**config.mk**
```make
export PLATFORM = sky130hd
export DESIGN_NAME = bcdPipeConv
export DESIGN_NICKNAME = d
export VERILOG_FILES = /design/src/rtl/bcdPipe_pkg.sv /design/src/rtl/bcdPipeStep.sv /design/src/rtl/bcdPipeCtrl.sv /design/src/rtl/bcdPipeData.sv /design/src/rtl/bcdPipeConv.sv
export SDC_FILE = /design/constraint.sdc
export NUM_CORES = 1
export LEC_CHECK = 0
export BUFFER_PORTS_ARGS = -buffer_cell sky130_fd_sc_hd__buf_2
export CAP_MARGIN = 20
export CORE_MARGIN = 2
export CORE_UTILIZATION = 61
export CTS_CLUSTER_DIAMETER = 50
export DETAILED_ROUTE_END_ITERATION = 7
export PLACE_DENSITY = 0.78
export SLEW_MARGIN = 20
export SYNTH_ARGS = -nofsm -noshare
export SYNTH_HDL_FRONTEND = slang
export SYNTH_HIERARCHICAL = 1
export SYNTH_SLANG_ARGS = --single-unit
```
**constraint.sdc**
```tcl
create_clock -name clk -period 7.9 [get_ports clk]
set_input_delay 1.185 -clock clk [delete_from_list [all_inputs] [get_ports clk]]
set_output_delay 1.185 -clock clk [all_outputs]
set_load 0.005 [all_outputs]
```
**src/rtl/bcdPipe_pkg.sv**
```systemverilog
package bcdPipe_pkg;

  // Binary input width and the number of leading shifts that need no correction.
  localparam int PKG_BIN_W       = 16;
  localparam int PKG_PRE_SHIFT   = 3;
  // Full 4-bit digits that get the add-3 check, and the width of the narrow top digit.
  localparam int PKG_FULL_DIGITS = 4;
  localparam int PKG_TOP_W       = 3;

  localparam int PKG_BCD_W  = PKG_FULL_DIGITS * 4 + PKG_TOP_W;
  localparam int PKG_WORK_W = PKG_BIN_W + PKG_BCD_W;
  localparam int PKG_STEPS  = PKG_BIN_W - PKG_PRE_SHIFT;

  // Strobes from the valid tracker to the datapath.
  typedef struct packed {
    logic [PKG_STEPS-1:0] stepEn;   // load enable of each step register
    logic                 outValid; // last step holds a fresh result
  } bcdCtrl_t;

endpackage

```
**src/rtl/bcdPipeStep.sv**
```systemverilog
// One correction step: add 3 to each full digit field that is above 4.
module bcdPipeStep #(
  parameter int BIN_W       = 16,
  parameter int FULL_DIGITS = 4,
  parameter int WORK_W      = 35
) (
  input  logic [WORK_W-1:0] workIn,
  output logic [WORK_W-1:0] workOut
);

  always_comb begin
    workOut = workIn;
    for (int d = 0; d < FULL_DIGITS; d++) begin
      if (workIn[BIN_W + 4*d +: 4] > 4'd4) begin
        workOut[BIN_W + 4*d +: 4] = workIn[BIN_W + 4*d +: 4] + 4'd3;
      end
    end
  end

endmodule

```
**src/rtl/bcdPipeCtrl.sv**
```systemverilog
// Valid tracker: one bit per step register.
module bcdPipeCtrl
  import bcdPipe_pkg::*;
#(
  parameter int NUM_STEPS = PKG_STEPS
) (
  input  logic     clk,
  input  logic     rst,
  input  logic     inValid,
  output bcdCtrl_t ctrlS
);

  logic [NUM_STEPS-1:0] stageVld;
  logic [NUM_STEPS-1:0] nextVld;

  assign nextVld = {stageVld[NUM_STEPS-2:0], inValid};

  always_ff @(posedge clk) begin
    if (rst) begin
      stageVld <= '0;
    end else begin
      stageVld <= nextVld;
    end
  end

  // Data registers are held during reset so the last result stays put.
  always_comb begin
    ctrlS.stepEn   = nextVld & {NUM_STEPS{~rst}};
    ctrlS.outValid = stageVld[NUM_STEPS-1];
  end

  AST_INPUT_ENTERS: assert property (@(posedge clk) disable iff (rst)
    inValid |=> stageVld[0]);

  AST_RESET_FLUSH: assert property (@(posedge clk) disable iff (rst)
    $past(rst) |-> (stageVld == '0));

  for (genvar k = 0; k < NUM_STEPS - 1; k++) begin : gVldChk
    AST_VALID_MOVES: assert property (@(posedge clk) disable iff (rst)
      stageVld[k] |=> stageVld[k+1]);
    AST_VALID_NO_GHOST: assert property (@(posedge clk) disable iff (rst)
      !stageVld[k] |=> !stageVld[k+1]);
  end

endmodule

```
**src/rtl/bcdPipeData.sv**
```systemverilog
// Datapath: pre-shifted load followed by one registered correct-and-shift per step.
module bcdPipeData
  import bcdPipe_pkg::*;
#(
  parameter int BIN_W       = PKG_BIN_W,
  parameter int PRE_SHIFT   = PKG_PRE_SHIFT,
  parameter int FULL_DIGITS = PKG_FULL_DIGITS,
  parameter int TOP_W       = PKG_TOP_W
) (
  input  logic                clk,
  input  logic                rst,
  input  bcdCtrl_t            ctrlS,
  input  logic [BIN_W-1:0]    inData,
  output logic [FULL_DIGITS*4+TOP_W-1:0] outBcd
);

  localparam int BCD_W     = FULL_DIGITS * 4 + TOP_W;
  localparam int WORK_W    = BIN_W + BCD_W;
  localparam int NUM_STEPS = BIN_W - PRE_SHIFT;
  localparam int HEAD_W    = WORK_W - BIN_W - PRE_SHIFT;
  localparam int TOP_MAX   = ((2 ** BIN_W) - 1) / (10 ** FULL_DIGITS);

  logic [WORK_W-1:0] stepIn  [NUM_STEPS];
  logic [WORK_W-1:0] corrOut [NUM_STEPS];
  logic [WORK_W-1:0] stageQ  [NUM_STEPS];

  // The first shifts can never need a correction, so they cost nothing.
  assign stepIn[0] = {{HEAD_W{1'b0}}, inData, {PRE_SHIFT{1'b0}}};

  for (genvar k = 0; k < NUM_STEPS; k++) begin : gStep
    if (k > 0) begin : gLink
      assign stepIn[k] = stageQ[k-1];
    end

    bcdPipeStep #(
      .BIN_W      (BIN_W),
      .FULL_DIGITS(FULL_DIGITS),
      .WORK_W     (WORK_W)
    ) step_i (
      .workIn (stepIn[k]),
      .workOut(corrOut[k])
    );

    always_ff @(posedge clk) begin
      if (ctrlS.stepEn[k]) begin
        stageQ[k] <= {corrOut[k][WORK_W-2:0], 1'b0};
      end
    end

    AST_MSB_CLEAR: assert property (@(posedge clk) disable iff (rst)
      ctrlS.stepEn[k] |-> !corrOut[k][WORK_W-1]);

    for (genvar d = 0; d < FULL_DIGITS; d++) begin : gDig
      AST_DIGIT_LEGAL: assert property (@(posedge clk) disable iff (rst)
        ctrlS.stepEn[k] |=> (stageQ[k][BIN_W + 4*d +: 4] <= 4'd9));
    end
  end

  assign outBcd = stageQ[NUM_STEPS-1][WORK_W-1 -: BCD_W];

  AST_BIN_DRAINED: assert property (@(posedge clk) disable iff (rst)
    ctrlS.outValid |-> (stageQ[NUM_STEPS-1][BIN_W-1:0] == '0));

  AST_TOP_DIGIT: assert property (@(posedge clk) disable iff (rst)
    ctrlS.outValid |-> (int'(outBcd[BCD_W-1 -: TOP_W]) <= TOP_MAX));

endmodule

```
**src/rtl/bcdPipeConv.sv**
```systemverilog
module bcdPipeConv
  import bcdPipe_pkg::*;
#(
  parameter int BIN_W       = PKG_BIN_W,
  parameter int PRE_SHIFT   = PKG_PRE_SHIFT,
  parameter int FULL_DIGITS = PKG_FULL_DIGITS,
  parameter int TOP_W       = PKG_TOP_W
) (
  input  logic                           clk,
  input  logic                           rst,
  input  logic                           inValid,
  input  logic [BIN_W-1:0]               inData,
  output logic                           outValid,
  output logic [FULL_DIGITS*4+TOP_W-1:0] outBcd
);

  localparam int NUM_STEPS = BIN_W - PRE_SHIFT;

  bcdCtrl_t ctrlS;

  bcdPipeCtrl #(
    .NUM_STEPS(NUM_STEPS)
  ) ctrl_i (
    .clk    (clk),
    .rst    (rst),
    .inValid(inValid),
    .ctrlS  (ctrlS)
  );

  bcdPipeData #(
    .BIN_W      (BIN_W),
    .PRE_SHIFT  (PRE_SHIFT),
    .FULL_DIGITS(FULL_DIGITS),
    .TOP_W      (TOP_W)
  ) data_i (
    .clk   (clk),
    .rst   (rst),
    .ctrlS (ctrlS),
    .inData(inData),
    .outBcd(outBcd)
  );

  assign outValid = ctrlS.outValid;

  AST_RESULT_HOLDS: assert property (@(posedge clk)
    !ctrlS.stepEn[NUM_STEPS-1] |=> $stable(outBcd));

  AST_QUIET_IN_RESET: assert property (@(posedge clk)
    $past(rst) |-> !outValid);

endmodule

```
# [Word level (Yosys, flattened, before mapping)]
# Memory sizes are Yosys's and may differ from the RTL's.
# Index checks and enable logic that the tools add are counted.
[word_totals] reg_bits=13 ramBits=442 in_bits=19 elab_cells=177 memories=1
[mem_list] name="data_i.stageQ" words=13 word_bits=34 read_ports=13 rd_ports_with_merged_regs=0 wr=13 line="bcdPipeData.sv:25" rtl="logic [WORK_W-1:0] stageQ [NUM_STEPS];"
[op_classes] addsub=49 n_lt_le_gt_ge=49 n_mux=75 bitwise_logic=2
[op_table] operator="$mux W4" n=49
[op_table] operator="$add A4 B2 Y4 const B" n=48
[op_table] operator="$gt A4 B3 Y1 const B" n=48
[op_table] operator="$mux W1" n=26
[op_table] operator="$and A13 B13 Y13" n=1
[op_table] operator="$add A3 B2 Y4 const B" n=1
[op_table] operator="$gt A3 B3 Y1 const B" n=1
[op_table] operator="$not A1 Y1" n=1

# [Depth between registers and ports, before layout]
# Gate-level depths: netlist (run 1).
[logic_depth] word_depth=4 depth_mapped=5

# [Modules after synthesis]
# Netlist (run 1), hierarchy kept.
[by_module_without_submodules] mod="bcdPipeData" instances=1 cells_per_inst=447 area_each_um2=12968.7
[by_module_without_submodules] mod="bcdPipeStep" instances=13 cells_per_inst=76 area_each_um2=565.5
[by_module_without_submodules] mod="bcdPipeCtrl" instances=1 cells_per_inst=42 area_each_um2=447.9

# [Worst setup path after synthesis (run 1)]
# OpenSTA, ideal clock, no wires.
[synth_timing] kind="input port to flip-flop" start="input port rst" end="memory data_i/stageQ[0][100] (netlist bit), enable pin" arrival_ps=2879 setup_slack_ps=4591 stages=2 cell_sequence="buf_4 nor2b_1"
[synth_lines] item="start, declared" line="bcdPipeConv.sv:10" rtl="input logic rst,"
[synth_lines] item="end, declared" line="bcdPipeData.sv:25"

==> results.ini, run 1 <==
[status]
status=completed

[placed_design]
globalplace.congestion=0.7274
post-place-cells=1459
postPlaceCellArea_um2=15300
io_buffers=38
place_hpwl_mm=14.48

[pwr]
ir_worst_vdd_mv=0.1918
leakage_nw=6.556
seq_power_share_pct=51.8
pwr-share-comb_pct=2.5
p_switching_uw=676.2
p_int_mw=2.786
power.density_nw_per_um2=210.2
swShare_pct=19.53
clockPowerShare_pct=45.6
power_mw=3.462

[clocking]
cts_resized=0
cts_tree=done
cts_hold_buf=0
cts_made_buffers=35
clk_pin_slew_ps=60
clk_root_buffer_cell=clkbuf_16
clock_latency_ps=500
postCtsSetupRepairBufs=0
clock_sinks=305
htree_levels=2
clk_path_buf_depth=3

[finish]
fill_cells=1781
drive_gt1_share_pct=18.22
multiInputGateArea_um2=5045
post-route-util_pct=65.99
final-seq-area_um2=9029
n_antenna_cell=0
instances_no_fill=1521
nNetsFinal=1289
fin_area_um2=16470
syn_to_final_growth_pct=7.381

[floorplan]
rows=58
start_util_pct=61.45
io_pins=39
dieArea_um2=26430
die_w_um=162.6
core-area_um2=24960
die_h_um=162.6

[setup_path]
cp.required_ps=8010
reg2reg_slack_ps=6380
critPathLaunchType=primary input
critical-path-max-stage-delay_ps=880
crit_path_top_delay_cell=nor2b_2
path_cells=buf_2 -> nor2b_2
critPathMaxFanout=26
cp.depth=2
critical_path_arrival_ps=2370
cp_top_family=simple AND/OR/NAND/NOR gates
timing.rr.end=data_i/stageQ[0][231]
reg2reg_depth=1
r2r-start=ctrl_i/stageVld[5]
end_kind=register
worstSetupEndpoint=data_i/stageQ[0][193]
worstSetupPathType=in2reg
critPathBufInv=1
setup.worst_path.start=rst

[route]
ant_nets=0
avgViaCountPerCell=5.159
drtPass1Iterations=4
vias=7847
drc=0
dr.first_iter.drc_count=331
wire_per_inst_um=12.95
drt_wl_total_mm=19.70

[sta]
fin_setup_tns_ps=0
slew_headroom_pct=31.07
period_needed_ps=2260
final_hold_viol_count=0
worst_pin_slew_ps=1029
min_period_over_period_pct=28.60
clock.fmax_mhz=442.6
rsz0062_at_grt=no
finalSetupViolCount=0
skew_ps=7.936
drv_slew=0

[global_route]
grt_pass1_wl_mm=33.42
antenna_found_initial=0
grt_overflow=0
grt_pass1_vias=7978
grt_usage_pct=15.51
grt_max_degree=29

[logic_synthesis]
netlist_area_um2=15340
syn_avg_cell_area_um2=13.24
ys_warn_count=6
netlist_instances=1159

[min_path]
hp-class=reg2reg

[flow_run]
cap_violations=0

==> worst min-delay path by stage <==
stage | from | end | slack (ps) | cells past startpoint
CTS | data_i/stageQ[1][47] | data_i/stageQ[1][82] | 410 | 0
global route | data_i/stageQ[1][48] | data_i/stageQ[1][83] | 420 | 0
global placement | data_i/stageQ[0][216] | data_i/stageQ[0][251] | 400 | 0
finish | data_i/stageQ[1][47] | data_i/stageQ[1][82] | 410 | 0
detailed placement | data_i/stageQ[0][78] | data_i/stageQ[0][113] | 400 | 0
floorplan | ctrl_i/stageVld[10] | ctrl_i/stageVld[11] | 430 | 1
==> final cells by class <==
cell class / count / area share [%]
Clock buffer: 40 / 5.750
Clock inverter: 22 / 1.284
Inverter: 156 / 3.555
Multi-Input combinational cell: 623 / 30.62
Sequential cell: 305 / 54.81
Tap cell: 330 / 2.506
Timing Repair Buffer: 45 / 1.473
==> flip-flops by register name (all words and copies together) (netlist names) <==
signal           count
data_i/stageQ      292
ctrl_i/stageVld     13
==> power by group through the flow <==
stage | Combinational [mW] | Clock (mW) | Sequential [mW]
floorplan | 0.0775 | 0 | 1.83
global route | 0.0996 | 1.68 | 1.80
detailed placement | 0.0849 | 0 | 1.83
global placement | 0.0821 | 0 | 1.83
finish | 0.0872 | 1.58 | 1.79
CTS | 0.0857 | 1.61 | 1.79
==> layer usage <==
metal / GRT usage (%) / routed length [um] / up-vias / share of wire [%]
met5: 0 / 0 / - / 0
met4: 6.758 / 685 / 0 / 3.5
met3: 2.776 / 601 / 56 / 3.1
met2: 33.56 / 11650 / 104 / 59
met1: 13.20 / 6759 / 3730 / 34
li1: - / - / 3957 / -
==> cell usage in the layout (no fill, tap or decap), types with 2 or more instances in the layout <==
cell type,instances
edfxtp_1,292
inv_1,156
ha_1,104
a21oi_2,52
xnor2_1,52
mux2i_1,52
conb_1,42
nor3_1,42
o21bai_1,39
nor2_1,39
a22o_1,39
buf_2,38
clkbuf_16,37
nor2b_1,29
o21ai_2,29
a21o_2,29
o21ai_0,26
dfxtp_1,13
nand2b_1,13
o21ai_1,13
a21o_1,13
buf_4,7
clkinv_1,6
clkinv_2,6
nor2b_2,5
bufinv_16,3
nor2b_4,3
clkinvlp_4,2
clkbuf_1,2
inv_6,2
and2b_1,2
==> metrics by stage <==
step / setup WS, ps / hold slack [ps]
2_1_floorplan: 4868 / 425.8
3_3_place_gp: 5075 / 401.4
3_5_place_dp: 5049 / 404.5
4_1_cts: 5582 / 414.1
5_1_grt: 5545 / 415.5
6_report: 5640 / 409.4
Note: power is estimated with default switching activity, not from simulation.
==> inputs of run 2 (changes only) <==
clock period = 2.3 ns   (was 7.9 ns; I/O delays follow)
==> results.ini, run 2 (synthesis gave the netlist of run 1 again) <==
[clocking]
cts_made_buffers=35  ; unchanged
clk_pin_slew_ps=60  ; about the same
clock_sinks=305  ; unchanged
clk_root_buffer_cell=clkbuf_16
cts_tree=done
cts_resized=0  ; unchanged
clk_path_buf_depth=3  ; unchanged
clock_latency_ps=510  ; about the same
htree_levels=2  ; unchanged

[placed_design]
place_hpwl_mm=14.68  ; +1.4%
io_buffers=38  ; unchanged
post-place-cells=1465  ; +0.41%
globalplace.congestion=0.7201  ; -1.0%

[route]
ant_nets=0  ; unchanged
wl_met3_um=545  ; -9.3%
drt-met1-wl_mm=7.153  ; +5.8%
drtPass1Iterations=4  ; unchanged
vias=7881  ; +0.43%
drt_wl_total_mm=20.68  ; +5.0%
drc=0  ; unchanged
avgViaCountPerCell=5.128  ; -0.61%
dr.first_iter.drc_count=277  ; -16%
wire_per_inst_um=13.46  ; +3.9%
met2WireLength_mm=12.36  ; +6.0%
dr.max_layer_used=met4

[setup_path]
worstSetupPathType=reg2reg
setup.worst_path.start=data_i/stageQ[1][95]
r2r-start=data_i/stageQ[1][95]
critPathLaunchType=register
critical_path_arrival_ps=1770  ; -600 ps
end_kind=register
cp.required_ps=2630  ; -5380 ps
critPathMaxFanout=3  ; -88%

[floorplan]
io_pins=39  ; unchanged
die_h_um=162.6  ; unchanged
core-area_um2=24960  ; unchanged
start_util_pct=61.45  ; unchanged
dieArea_um2=26430  ; unchanged
die_w_um=162.6  ; unchanged
rows=58  ; unchanged

[status]
status=completed

[sta]
skew_ps=14.68  ; +6.746 ps
min_period_over_period_pct=62.39
clock.fmax_mhz=696.9
rsz0062_at_grt=no
drv_slew=0  ; unchanged
final_hold_viol_count=0  ; unchanged
finalSetupViolCount=0  ; unchanged
period_needed_ps=1435
fin_setup_tns_ps=0  ; unchanged
slew_headroom_pct=65.69  ; +35 points
worst_pin_slew_ps=514.7  ; -514.6 ps

[global_route]
grt_pass1_vias=8014  ; +0.45%
antenna_found_initial=0  ; unchanged
grt_overflow=0  ; unchanged
grt_usage_pct=16.14  ; +0.63 points
grt_pass1_wl_mm=34.51  ; +3.3%
grt_max_degree=29  ; unchanged

[finish]
layout_commonest_cell=edfxtp_1
layout_common_cells=edfxtp_1 (292), inv_1 (156), ha_1 (104)
nNetsFinal=1306  ; +1.3%
regMostFlops=data_i/stageQ
syn_to_final_growth_pct=7.903
instances_no_fill=1537  ; +1.1%
n_antenna_cell=0  ; unchanged
largest_reg_flops=292  ; unchanged
fill_cells=1779  ; -0.11%
reg.largest.list=data_i/stageQ: 292 flops, ctrl_i/stageVld: 13 flops
drive_gt1_share_pct=17.81  ; -0.41 points

[pwr]
ir_worst_vdd_mv=0.6394  ; +230%
leakage_nw=6.597  ; +0.61%
power.density_nw_per_um2=709.7  ; +240%

[min_path]
hp-start=inData[0]
hp-class=in2reg

[flow_run]
cap_violations=0  ; unchanged

## run 2: changes by cell type in the layout (fill, tap and decap cells not counted)
cell           change
dlygate4sd3_1     +11
inv_6              -1
clkinv_1           -2
nor2b_2            +3
clkbuf_1           +9
inv_8              -1
buf_4              +6
nor2b_4            -3
bufinv_16          -1
clkinvlp_4         -1
clkinv_2           -3
clkbuf_8           -1
## run 2: routing by layer
layer | global-route usage [%] | up-vias
met5 | 0 | -
met4 | 6.356 | 0
met3 | 2.725 | 42
met2 | 34.91 | 95
met1 | 14.15 | 3757
li1 | - | 3987
## run 2: cell type report
class / instances / area [um2] / area share [%]
clock buffer: 48 / 967.2 / 5.843
clock inverter: 13 / 131.4 / 0.7936
inverter: 156 / 585.6 / 3.537
multi-input combinational: 623 / 5030 / 30.39
sequential: 305 / 9029 / 54.54
tap: 330 / 412.9 / 2.494
timing repair buffer: 62 / 397.9 / 2.404
## run 2: final timing paths
kind,slack (ps),cells past startpoint,endpoint
setup / recovery,870,5,data_i/stageQ[1][131]
hold / removal,40,1,data_i/stageQ[0][3]
setup reg to reg,870,5,data_i/stageQ[1][131]
hold reg to reg,420,0,data_i/stageQ[1][83]
## run 2: timing repair
| item | CTS | global route |
|---|---|---|
| hold endpoints to repair | 10 | 1 |
| hold buffers | 10 | 1 |
| buffers inserted | 0 | 0 |
## run 2: metrics by stage
stage                     setup slack [ps]  total power, mW  hold WS, ps  utilization [%]  instance area [um2]
after floorplan                      107.8            6.536        416.6                -                15490
after global placement               809.8            6.564        400.3            61.47                15340
after detailed placement             813.5            6.580        404.5            61.47                15340
after CTS                            849.7            11.87        2.817            66.27                16540
after global routing                 753.0            12.12        19.27            66.31                16550
final                                865.0            11.75        36.46            66.31                16550
## run 2: worst max-delay path, cell delays in order (launching register included)
cell and delay [ps]:
edfxtp_1 450, inv_1 120, ha_1 170, inv_1 70, a21oi_2 200, mux2i_1 260
## run 2: report_power, final
part	switching, mW	internal (mW)	leakage (nW)
Clock	2.08	3.18	0.531
Combinational	0.176	0.150	3.30
Sequential	0.0492	6.12	2.76
